File: src/rtl/tpc_pkg.sv
package tpc_pkg;

   typedef enum logic [1:0] {
      ACT_NONE   = 2'b00,
      ACT_LOW    = 2'b01,
      ACT_HIGH   = 2'b10,
      ACT_TOGGLE = 2'b11
   } act_e;

   // Auxiliary nibble, MSB first: pin select, function select, action/edge code
   typedef struct packed {
      logic own_pin;
      logic capture;
      act_e act;
   } aux_cfg_t;

   function automatic logic apply_act(logic cur, act_e a);
      case (a)
         ACT_LOW:    return 1'b0;
         ACT_HIGH:   return 1'b1;
         ACT_TOGGLE: return ~cur;
         default:    return cur;
      endcase
   endfunction

   function automatic logic edge_hit(logic [1:0] code, logic rise, logic fall);
      case (code)
         2'b00:   return rise;
         2'b01:   return fall;
         default: return rise | fall;
      endcase
   endfunction

endpackage

File: src/rtl/tpc_counter.sv
module tpc_counter #(
   parameter int CNT_W = 16
) (
   input  logic             clk,
   input  logic             rst_n,
   input  logic             run,
   output logic [CNT_W-1:0] cnt
);

   if (CNT_W < 2) begin : g_bad_width
      $error("tpc_counter: CNT_W must be at least 2");
   end

   always_ff @(posedge clk or negedge rst_n) begin
      if (!rst_n)   cnt <= '0;
      else if (run) cnt <= cnt + CNT_W'(1);
   end

   AST_CNT_STEP: assert property (@(posedge clk) disable iff (!rst_n)
      run |=> cnt == CNT_W'($past(cnt) + CNT_W'(1)));
   AST_CNT_HOLD: assert property (@(posedge clk) disable iff (!rst_n)
      !run |=> $stable(cnt));

endmodule

File: src/rtl/tpc_edge.sv
module tpc_edge #(
   parameter int SYNC_STAGES = 2
) (
   input  logic clk,
   input  logic rst_n,
   input  logic pin,
   output logic rise,
   output logic fall
);

   if (SYNC_STAGES < 2) begin : g_bad_sync
      $error("tpc_edge: SYNC_STAGES must be at least 2");
   end

   // SYNC_STAGES synchronizer flops plus one history flop
   logic [SYNC_STAGES:0] sh_q;

   always_ff @(posedge clk or negedge rst_n) begin
      if (!rst_n) sh_q <= '0;
      else        sh_q <= {sh_q[SYNC_STAGES-1:0], pin};
   end

   assign rise =  sh_q[SYNC_STAGES-1] & ~sh_q[SYNC_STAGES];
   assign fall = ~sh_q[SYNC_STAGES-1] &  sh_q[SYNC_STAGES];

endmodule

File: src/rtl/tpc_pair.sv
module tpc_pair
   import tpc_pkg::*;
#(
   parameter int CNT_W       = 16,
   parameter int SYNC_STAGES = 2
) (
   input  logic             clk,
   input  logic             rst_n,
   input  logic [CNT_W-1:0] cnt,
   input  aux_cfg_t         cfg,
   input  logic             pri_cap,
   input  logic [1:0]       pri_act,
   input  logic             buf_en,
   input  logic             pwm,
   input  logic             wr_pri,
   input  logic             wr_aux,
   input  logic [CNT_W-1:0] wr_data,
   input  logic             pin_pri_in,
   input  logic             pin_aux_in,
   output logic [CNT_W-1:0] pri_val,
   output logic [CNT_W-1:0] aux_val,
   output logic             pin_pri,
   output logic             pin_aux
);

   logic pr_rise, pr_fall, ax_rise, ax_fall;
   logic src_rise, src_fall;
   logic aux_on, buffered;
   logic pri_match, pri_capt, aux_match, aux_capt;
   logic [CNT_W-1:0] pri_d, aux_d;
   logic pin_pri_d, pin_aux_d;

   tpc_edge #(.SYNC_STAGES(SYNC_STAGES)) u_edge_pri (
      .clk(clk), .rst_n(rst_n), .pin(pin_pri_in), .rise(pr_rise), .fall(pr_fall));
   tpc_edge #(.SYNC_STAGES(SYNC_STAGES)) u_edge_aux (
      .clk(clk), .rst_n(rst_n), .pin(pin_aux_in), .rise(ax_rise), .fall(ax_fall));

   assign src_rise  = cfg.own_pin ? ax_rise : pr_rise;
   assign src_fall  = cfg.own_pin ? ax_fall : pr_fall;
   assign aux_on    = !pwm;
   assign buffered  = aux_on && buf_en;

   assign pri_match = !pri_cap && (cnt == pri_val);
   assign pri_capt  =  pri_cap && edge_hit(pri_act, pr_rise, pr_fall);
   assign aux_match = aux_on && !buf_en && !cfg.capture && (cnt == aux_val);
   assign aux_capt  = aux_on && !buf_en &&  cfg.capture &&
                      edge_hit(cfg.act, src_rise, src_fall);

   always_comb begin
      pri_d = pri_val;
      if (wr_pri)                     pri_d = wr_data;
      else if (pri_capt)              pri_d = cnt;
      else if (buffered && pri_match) pri_d = aux_val;

      aux_d = aux_val;
      if (wr_aux)                    aux_d = wr_data;
      else if (aux_capt)             aux_d = cnt;
      else if (buffered && pri_capt) aux_d = pri_val;

      pin_pri_d = pin_pri;
      if (pri_match)                        pin_pri_d = apply_act(pin_pri, act_e'(pri_act));
      else if (aux_match && !cfg.own_pin)   pin_pri_d = apply_act(pin_pri, cfg.act);

      pin_aux_d = pin_aux;
      if (aux_match && cfg.own_pin)         pin_aux_d = apply_act(pin_aux, cfg.act);
   end

   always_ff @(posedge clk or negedge rst_n) begin
      if (!rst_n) begin
         pri_val <= '0;
         aux_val <= '0;
         pin_pri <= 1'b0;
         pin_aux <= 1'b0;
      end else begin
         pri_val <= pri_d;
         aux_val <= aux_d;
         pin_pri <= pin_pri_d;
         pin_aux <= pin_aux_d;
      end
   end

   AST_CMP_HIGH: assert property (@(posedge clk) disable iff (!rst_n)
      aux_match && cfg.own_pin && cfg.act == ACT_HIGH |=> pin_aux);
   AST_PRI_WINS: assert property (@(posedge clk) disable iff (!rst_n)
      pri_match && pri_act == 2'b01 |=> !pin_pri);
   AST_CAP_VALUE: assert property (@(posedge clk) disable iff (!rst_n)
      aux_capt && !wr_aux |=> aux_val == $past(cnt));
   AST_BUF_LOAD: assert property (@(posedge clk) disable iff (!rst_n)
      buffered && pri_match && !wr_pri |=> pri_val == $past(aux_val));
   AST_BUF_SHIFT: assert property (@(posedge clk) disable iff (!rst_n)
      buffered && pri_capt && !wr_aux |=> aux_val == $past(pri_val));
   AST_BUF_SAME_FUNC: assert property (@(posedge clk) disable iff (!rst_n)
      buffered |-> pri_cap == cfg.capture);
   AST_PWM_QUIET: assert property (@(posedge clk) disable iff (!rst_n)
      pwm && !wr_aux |=> $stable(aux_val) && $stable(pin_aux));
   AST_WR_WINS: assert property (@(posedge clk) disable iff (!rst_n)
      wr_aux |=> aux_val == $past(wr_data));

endmodule

File: src/rtl/tmr_pair_chan.sv
module tmr_pair_chan
   import tpc_pkg::*;
#(
   parameter int CNT_W       = 16,
   parameter int NPAIR       = 2,
   parameter int SYNC_STAGES = 2,
   localparam int NREG       = 2 * NPAIR,
   localparam int CTL_W      = 4 * NPAIR,
   localparam int SEL_W      = (NREG > 1) ? $clog2(NREG) : 1
) (
   input  logic                  clk,
   input  logic                  rst_n,
   input  logic                  run,
   input  logic                  pwm_mode,
   input  logic                  ctl_we,
   input  logic [CTL_W-1:0]      ctl_wdata,
   output logic [CTL_W-1:0]      ctl_val,
   input  logic                  wr_en,
   input  logic [SEL_W-1:0]      wr_sel,
   input  logic [CNT_W-1:0]      wr_data,
   input  logic [NPAIR-1:0]      pri_cap,
   input  logic [2*NPAIR-1:0]    pri_act,
   input  logic [NPAIR-1:0]      buf_en,
   input  logic [NREG-1:0]       pin_in,
   output logic [NREG-1:0]       pin_out,
   output logic [CNT_W-1:0]      cnt_val,
   output logic [NREG*CNT_W-1:0] gr_val
);

   localparam logic [CTL_W-1:0] CTL_RST = {NPAIR{4'b1000}};

   if (NPAIR < 1) begin : g_bad_pairs
      $error("tmr_pair_chan: NPAIR must be at least 1");
   end

   logic [CTL_W-1:0] ctl_q;
   logic [CNT_W-1:0] cnt;

   always_ff @(posedge clk or negedge rst_n) begin
      if (!rst_n)      ctl_q <= CTL_RST;
      else if (ctl_we) ctl_q <= ctl_wdata;
   end

   assign ctl_val = ctl_q;
   assign cnt_val = cnt;

   tpc_counter #(.CNT_W(CNT_W)) u_cnt (
      .clk(clk), .rst_n(rst_n), .run(run), .cnt(cnt));

   for (genvar p = 0; p < NPAIR; p++) begin : g_pair
      logic [CNT_W-1:0] pri_v, aux_v;
      logic wr_p, wr_a;

      assign wr_p = wr_en && (wr_sel == SEL_W'(p));
      assign wr_a = wr_en && (wr_sel == SEL_W'(NPAIR + p));

      tpc_pair #(.CNT_W(CNT_W), .SYNC_STAGES(SYNC_STAGES)) u_pair (
         .clk        (clk),
         .rst_n      (rst_n),
         .cnt        (cnt),
         .cfg        (aux_cfg_t'(ctl_q[4*p +: 4])),
         .pri_cap    (pri_cap[p]),
         .pri_act    (pri_act[2*p +: 2]),
         .buf_en     (buf_en[p]),
         .pwm        (pwm_mode),
         .wr_pri     (wr_p),
         .wr_aux     (wr_a),
         .wr_data    (wr_data),
         .pin_pri_in (pin_in[p]),
         .pin_aux_in (pin_in[NPAIR + p]),
         .pri_val    (pri_v),
         .aux_val    (aux_v),
         .pin_pri    (pin_out[p]),
         .pin_aux    (pin_out[NPAIR + p])
      );

      assign gr_val[p*CNT_W +: CNT_W]           = pri_v;
      assign gr_val[(NPAIR+p)*CNT_W +: CNT_W]   = aux_v;
   end

   AST_CTL_LOAD: assert property (@(posedge clk) disable iff (!rst_n)
      ctl_we |=> ctl_q == $past(ctl_wdata));
   AST_CTL_HOLD: assert property (@(posedge clk) disable iff (!rst_n)
      !ctl_we |=> $stable(ctl_q));

endmodule

File: config.mk
export PLATFORM = sky130hd
export DESIGN_NAME = tmr_pair_chan
export DESIGN_NICKNAME = d
export VERILOG_FILES = /design/src/rtl/tpc_pkg.sv /design/src/rtl/tpc_counter.sv /design/src/rtl/tpc_edge.sv /design/src/rtl/tpc_pair.sv /design/src/rtl/tmr_pair_chan.sv
export SDC_FILE = /design/constraint.sdc
export NUM_CORES = 1
export LEC_CHECK = 0
export BUFFER_PORTS_ARGS = -buffer_cell sky130_fd_sc_hd__buf_4
export CORE_UTILIZATION = 39
export CTS_BUF_LIST = sky130_fd_sc_hd__clkbuf_4
export CTS_CLUSTER_DIAMETER = 60
export DETAILED_ROUTE_END_ITERATION = 10
export GPL_TIMING_DRIVEN = 0
export PLACE_DENSITY = 0.66
export SLEW_MARGIN = 20
export SYNTH_ARGS = -nofsm -noshare
export SYNTH_HDL_FRONTEND = slang
export SYNTH_SLANG_ARGS = --single-unit
export TNS_END_PERCENT = 50
File: constraint.sdc
create_clock -name clk -period 2.8 [get_ports clk]
set_input_delay 0.56 -clock clk [delete_from_list [all_inputs] [get_ports clk]]
set_output_delay 0.56 -clock clk [all_outputs]
set_load 0.005 [all_outputs]
==> After elaboration in Yosys (flattened, before gate mapping) <==
Cells that the tools add are included.
{ "op_classes": {"n_addsub": 1, "n_eq_ne": 21, "muxes": 30, "bitwise_logic": 24, "reduce_logical": 56} }
{ "op_table": {"columns": ["operator", "count"], "rows": [
  ["two-way mux 16 bit", 12],
  ["equality test 16 bit", 4],
  ["logical AND 1 bit", 28],
  ["equality test 2 bit, second input constant", 10],
  ["case mux 1 bit (3 select lines)", 6],
  ["nonzero test 3 bit", 6],
  ["adder 16 x 1 -> 16 bit, second input constant", 1],
  ["NOT 1 bit", 12],
  ["equality test 2 x 1 -> 1 bit, second input constant", 5],
  ["zero test 2 bit", 5],
  ["zero test 1 bit", 9],
  ["bitwise AND 1 bit", 8],
  ["two-way mux 1 bit", 8],
  ["inequality test 4 bit, second input constant", 2],
  ["case mux 1 bit (2 select lines)", 4],
  ["nonzero test 4 bit", 2],
  ["AND reduction 3 bit", 2],
  ["OR 1 bit", 4],
  ["AND reduction 2 bit", 2],
  ["nonzero test 2 bit", 2]
]} }
{ "word_totals": {"ff_bits": 104, "wordCells": 146} }

==> Depth between registers and ports, before layout <==
Gate-level depths: netlist of the first run.
{ "depth": {"ltp_word": 9, "mapped_depth": 9, "depth_no_buf": 7} }

==> Modules after synthesis <==
A second synthesis of the first run with hierarchy kept.
{ "unflattened": {"hier_cells": 628, "area_unflattened_um2": 6700.2} }
{ "by_module_without_submodules": {"columns": ["mod", "n_inst", "cells_per_inst", "area_each_um2", "seq_area_each_um2"], "rows": [
  ["tpc_pair (g_pair[0].u_pair)", 1, 273, 2642.5, 850.8],
  ["tpc_pair (g_pair[1].u_pair)", 1, 258, 2636.3, 850.8],
  ["tpc_counter", 1, 56, 695.7, 400.4],
  ["tmr_pair_chan", 1, 21, 365.4, 202.7],
  ["tpc_edge", 4, 5, 90.1, 75.1]
]} }

==> Worst setup path after synthesis of the first run <==
OpenSTA, ideal clock, no wires.
{ "synth_path": {"path_kind": "input to register", "startpoint": "in pri_act[2]", "endpoint": "reg g_pair[1].u_pair.pri_val[10]", "arrival_time_ns": 2.097, "slack_ns": 0.578, "stages": 8, "path_cell_list": "inv_1 -> ha_1 -> a22o_1 -> o21ai_1 -> and2_1 -> o21ai_4 -> buf_12 -> mux2_4"} }
{ "synth_between": {"elab_chain_cells": 5} }
{ "synth_rtl": {"columns": ["item", "line", "source"], "rows": [
  ["start, declared", "tmr_pair_chan.sv:22", "input logic [2*NPAIR-1:0] pri_act,"],
  ["equality test 2 x 1 -> 1 bit / zero test 2 bit (equally long branches)", "tpc_pkg.sv:27", "case (code)"],
  ["case mux 1 bit (2 select lines) *", "tpc_pkg.sv:27", null],
  ["logical AND 1 bit *", "tpc_pair.sv:44", "assign pri_capt = pri_cap && edge_hit(pri_act, pr_rise, pr_fall);"],
  ["two-way mux 16 bit", "tpc_pair.sv:52", "else if (pri_capt) pri_d = cnt;"],
  ["two-way mux 16 bit", "tpc_pair.sv:51", "if (wr_pri) pri_d = wr_data;"],
  ["end signal, assigned", "tpc_pair.sv:75", "pri_val <= pri_d;"],
  ["end, declared", "tpc_pair.sv:20", "output logic [CNT_W-1:0] pri_val,"]
]} }
Mark *: on every way between the ends. The rest lies on a longest branch, timed or not.
A chain may end at the register's enable or synchronous reset.

==> Final worst setup path of the first run <==
{ "layout_path": {"startpoint": "reg u_cnt.cnt[6]", "endpoint": "reg g_pair[0].u_pair.pri_val[11]"} }
{ "layout_between": {"elab_chain_cells": 4} }
{ "layout_rtl": {"columns": ["item", "line", "source"], "rows": [
  ["start, declared", "tpc_counter.sv:7", "output logic [CNT_W-1:0] cnt"],
  ["start signal, assigned", "tpc_counter.sv:16", "else if (run) cnt <= cnt + CNT_W'(1);"],
  ["equality test 16 bit", "tpc_pair.sv:43", "assign pri_match = !pri_cap && (cnt == pri_val);"],
  ["logical AND 1 bit", "tpc_pair.sv:43", null],
  ["logical AND 1 bit", "tpc_pair.sv:53", "else if (buffered && pri_match) pri_d = aux_val;"],
  ["nonzero test 3 bit (no source line)", null, null],
  ["end signal, assigned", "tpc_pair.sv:75", null],
  ["end, declared", "tpc_pair.sv:20", null]
]} }
Every way passes these cells.

==> metrics.yaml, run 1 <==
grt_usage: 0.246
drt_first_pass_iters: 5
hp-class: "input port to asynchronous set/reset pin"
async_flop_share: 1.00
via_per_inst: 5.56
ctsResizeCount: 0
synth_edf_count: 0
synthesis.area_um2: 6520
cp.arrival_ns: 3.00
n_fill_cell: 1559
syn_avg_cell_area_um2: 9.43
slew_headroom: 0.427
die_x_um: 131
crit_fanout: 10
drc: 0
end_kind: "flip-flop"
io_pins: 136
drv_slew: 0
synth_cell_types: 47
grt_max_degree: 105
power_density_nw_per_um2: 719
final_nets: 902
maxCapViolCount: 0
die-area_um2: 17200
p_leak_uw: 0.00360
dieHeight_um: 131
syn_inst: 691
detail_route.wirelength_um: 20900
cts.htree.levels: 3
worstSetupStartpointType: "flip-flop"
cts_buffers: 9
place_congestion: 0.901
grt_pass1_wl_um: 32600
combPwrFrac: 0.434
clk_path_buf_depth: 2
postRouteAntennaNets: 0
rrSetupSlack_ns: 0.20
setup_tns_ns: 0
start_util: 0.404
pre_cts_slack_ns: 0.0736
grt_pass1_vias: 5585
ctsHoldBuffers: 0
ys_top_cells_by_area: "dfrtp_1 39%, xnor2_1 6.9%, nand2_1 6.6%, mux2_2 4.8%, and3b_1 4.3%"
worstPathRequired_ns: 3.20
ys_seq_area_frac: 0.400
core_area_um2: 16100
rr_worst_depth: 7
drive_above_1_share: 0.254
yosysTopAreaCellShare: 0.392
rsz0062_at_grt: "no"
drt_iter0_drc: 524
final.setup_skew_ns: 0.0236
antenna_found_initial: 1
cts_tree: "done"
finalCritPeriodShare: 0.928
vdd_drop_max_v: 0.000322
r2r-start: "u_cnt.cnt[6]"
status: "complete, no violations"
hold_viol_final: 0
setup_slack_ns: 0.202
yosys.area.top_type: "dfrtp_1"
root_buffer: "clkbuf_4"
overflow: 0
portBuffers: 135
worst_slew_pin_slew_ns: 0.859
wl_per_cell_um: 19.7
worstSetupPathType: "flip-flop to flip-flop"
post-cts-setup-buffers: 0
area_growth_syn_to_layout_pct: 21.7
cts_sinks: 104
ys_ff_latch: 104
finalWorstPathRequiredPeriod_ns: 2.60
swShare: 0.394
max_freq_mhz: 385
seqPwrFrac: 0.435
p_sw_uw: 2250
std_cell_rows: 46
synth-warning-count: 0
p_int_uw: 3460
synth_nets: 756
clk_latency_ns: 0.51
p_clk_frac: 0.131
r2r-end: "g_pair[0].u_pair.pri_val[11]"
hpwl_um: 15300
setup_violations: 0
ys.flop_type: "dfrtp_1"
clkSlewWorstSetupHoldPaths_ns: 0.17
vias: 5885
## cells in the final DEF, fill, tap and decap left out, drive strengths merged, types with 28 or more instances in the layout
cell and n:
mux2 38, dfrtp 102, o21ai 42, o221ai 32, nand2 114, xor2 28
nor2 41, and3b 32, buf 155, a31oi 34, xnor2 51, clkbuf 44
## synthesized netlist by cell type (21+ instances only)
cell,instances
o21ai_0,38
dfrtp_1,102
clkbuf_1,33
nor2_1,41
a31oi_1,34
mux2_2,28
xor2_1,28
nand2_1,114
ha_1,21
xnor2_1,51
and3b_1,32
o221ai_1,32
## cell type report
type,instances,area [um2],share of cell area
well taps,216,270,0.0341
clock inverters,6,43.8,0.00552
multi-input cells,516,3580,0.451
flip-flops and latches,104,2610,0.329
inverters,17,63.8,0.00805
repair buffers,135,1020,0.129
clock buffers,10,75.1,0.00947
diodes,1,2.50,0.000316
plain buffers,54,272,0.0342
## layer usage
layer	up-vias	global-route usage	part of all wire
met1	2853	0.343	0.45
met2	279	0.382	0.45
met5	-	0	0
li1	2727	-	-
met4	0	0.0756	0.020
met3	26	0.0486	0.079
## worst max-delay path by stage
stage | endpoint | start
final | g_pair[0].u_pair.pri_val[11] | u_cnt.cnt[6]
after detailed placement | g_pair[0].u_pair.pri_val[14] | pri_act[0]
after CTS | g_pair[0].u_pair.pri_val[11] | u_cnt.cnt[6]
after global placement | g_pair[0].u_pair.pri_val[14] | pri_act[0]
after global routing | g_pair[0].u_pair.pin_pri | u_cnt.cnt[9]
after floorplan | g_pair[1].u_pair.pri_val[10] | pri_act[2]
## sequential cells by signal, indices dropped and copies added (netlist names)
register                       count
ctl_val                            8
g_pair.u_pair.aux_val             32
g_pair.u_pair.pin_aux              2
g_pair.u_pair.pin_pri              2
g_pair.u_pair.pri_val             32
g_pair.u_pair.u_edge_aux.sh_q      6
g_pair.u_pair.u_edge_pri.sh_q      6
u_cnt.cnt                         16
## critical path, cell delays in order, from the launching register on
cell and delay (ns):
dfrtp_1 0.47, buf_2 0.23, xor2_1 0.19, nor4_1 0.49, nand3_1 0.20, o21ai_4 0.34
buf_6 0.22, mux2_2 0.34
## stage by stage
| stage | instance area, um2 | power (uW) | util | hold slack (ns) | std cells |
|---|---|---|---|---|---|
| floorplan | 6520 | 3730 | - | 0.264 | 691 |
| global placement | 7800 | 4930 | 0.484 | 0.332 | 1042 |
| detailed placement | 7800 | 4970 | 0.484 | 0.337 | 1042 |
| CTS | 7920 | 5720 | 0.492 | 0.117 | 1058 |
| global route | 7930 | 6050 | 0.492 | 0.110 | 1059 |
| finish | 7930 | 5700 | 0.492 | 0.152 | 1059 |
## cell families (layout without fill, tap and decap cells)
kind of cell,count (synthesis),after routing,share of synthesized area
buf+inv,71,222,0.0514
compound gates,125,125,0.130
flops,104,104,0.400
fa+ha+maj,21,21,0.0403
mux,41,41,0.0760
xor+xnor,79,79,0.106
simple gates,250,250,0.197
other cells,0,1,0
## power by group through the flow
stage	Combinational, uW	Sequential [uW]	Clock [uW]
floorplan	1370	2360	0
global placement	2430	2510	0
detailed placement	2460	2500	0
CTS	2480	2480	772
global route	2680	2550	824
finish	2470	2480	748
(Power assumes the default switching activity.)
==> run 2, diff against run 1 <==
Settings changed: CORE_UTILIZATION 39 to 52, PLACE_DENSITY 0.66 to 0.82.
==> run 2 against run 1 <==
Via count grew 5.0%. Combinational power hardly changed. Sequential share of layout area up 0.38 points. Die area is 25% lower. Worst hold slack improved by 0.017 ns. Clock power fell by 7.6%.
==> metrics.yaml, run 2 (synthesis gave the netlist of run 1 again) <==
p_leak_uw: 0.00360
hold_viol_final: 0
path_cells: "buf_2 > xor2_1 > nor4_1 > nand3_1 > o21ai_4 > buf_12 > mux2_4"
overflow: 0
max_freq_mhz: 370
ctsHoldBuffers: 0
post-cts-setup-buffers: 0
drive_above_1_share: 0.250
seqPwrFrac: 0.439
clk_path_buf_depth: 2
swShare: 0.391
die-area_um2: 13000
end_kind: "flip-flop"
power.total_uw: 5650
p_sw_uw: 2210
reg_top3: "g_pair.u_pair.aux_val (32), g_pair.u_pair.pri_val (32), u_cnt.cnt (16)"
cp.arrival_ns: 3.09
std_cell_rows: 40
layout_commonest_cell: "buf_4"
cts_buffers: 9
num_antenna_cells: 0
antenna_found_initial: 0
combPwrFrac: 0.439
setup_tns_ns: 0
die_x_um: 114
busiest_layer: "met2"
grt_max_degree: 105
power_density_nw_per_um2: 721
hpwl_um: 15100
cpPeakStageDelay_ns: 0.60
slew_headroom: 0.351
setup_violations: 0
io_pins: 136
dieHeight_um: 114
path_buf_inv: 2
worstSetupStartpointType: "flip-flop"
final.setup_skew_ns: 0.0162
vias: 6177
root_buffer: "clkbuf_4"
core_area_um2: 12100
finalCritPeriodShare: 0.966
cts.htree.levels: 3
worstPathRequired_ns: 3.18
worstSetupPathType: "flip-flop to flip-flop"
place_congestion: 0.945
wl_per_cell_um: 20.8
crit_path_top_delay_cell: "nor4_1"
p_clk_frac: 0.122
cts_tree: "done"
final_nets: 902
rsz0062_at_grt: "no"
detail_route.wirelength_um: 21000
grt_pass1_vias: 5824
worst_slew_pin_slew_ns: 0.974
clkSlewWorstSetupHoldPaths_ns: 0.16
clk_latency_ns: 0.49
n_fill_cell: 1039
postRouteAntennaNets: 0
drc: 0
grt_use_met3: 0.0484
drt_iter0_drc: 687
portBuffers: 135
p_int_uw: 3450
finalWorstPathRequiredPeriod_ns: 2.71
area_growth_syn_to_layout_pct: 20.3
crit_fanout: 10
drt_first_pass_iters: 5
met2_usage: 0.501
start_util: 0.538
cts_sinks: 104
grt_pass1_wl_um: 32300
grt_usage: 0.330
vdd_drop_max_v: 0.000453
hp-class: "input port to asynchronous set/reset pin"
met1_usage: 0.463
maxCapViolCount: 0
layout_common_cells: "139 x buf_4, 114 x nand2_1, 102 x dfrtp_1"
final_util: 0.647
ctsResizeCount: 0
via_per_inst: 6.13
status: "complete, no violations"
critPathTopFamily: "simple AND/OR/NAND/NOR gates"
drv_slew: 0
==> run 2: area by class of cell <==
| type | instances | area, um2 | area share |
|---|---|---|---|
| Tap cell | 168 | 210 | 0.0268 |
| Buffer | 54 | 272 | 0.0346 |
| Sequential cell | 104 | 2610 | 0.332 |
| Clock inverter | 3 | 11.3 | 0.00144 |
| Timing Repair Buffer | 135 | 1020 | 0.130 |
| Clock buffer | 11 | 82.6 | 0.0105 |
| Inverter | 17 | 63.8 | 0.00814 |
| Multi-Input combinational cell | 516 | 3580 | 0.456 |
==> run 2: through the flow <==
stage	cell area (um2)	std cells	worst slack [ns]	hold slack, ns
after CTS	7840	1008	0.203	0.164
after global placement	7740	994	0.111	0.333
after detailed placement	7740	994	0.0755	0.336
after global routing	7840	1008	0.000519	0.157
after floorplan	6520	691	0.578	0.264
final	7840	1008	0.0949	0.169
==> run 2: metal layers <==
metal	routed length [um]	part of all wire
met5	0	0
met4	792	0.038
met3	1850	0.088
met2	9550	0.45
met1	8790	0.42
==> run 2: final timing paths <==
path,from,end,slack [ns],depth (start not counted)
min in group clk,pin_in[3],g_pair[1].u_pair.u_edge_aux.sh_q[0],0.18,1
max,u_cnt.cnt[15],g_pair[1].u_pair.pri_val[14],0.09,7
max in group asynchronous,rst_n,g_pair[0].u_pair.pin_pri,1.96,1
min reg2reg,g_pair[1].u_pair.u_edge_pri.sh_q[0],g_pair[1].u_pair.u_edge_pri.sh_q[1],0.37,0
min,rst_n,g_pair[0].u_pair.pri_val[7],0.17,1
max reg2reg,u_cnt.cnt[15],g_pair[1].u_pair.pri_val[14],0.09,7
==> run 2: power by group through the flow <==
stage / clock network [uW] / logic (uW) / registers, uW
6_report: 691 / 2480 / 2480
5_1_grt: 751 / 2670 / 2530
4_1_cts: 690 / 2470 / 2460
3_5_place_dp: 0 / 2460 / 2490
3_3_place_gp: 0 / 2410 / 2460
2_1_floorplan: 0 / 1370 / 2360
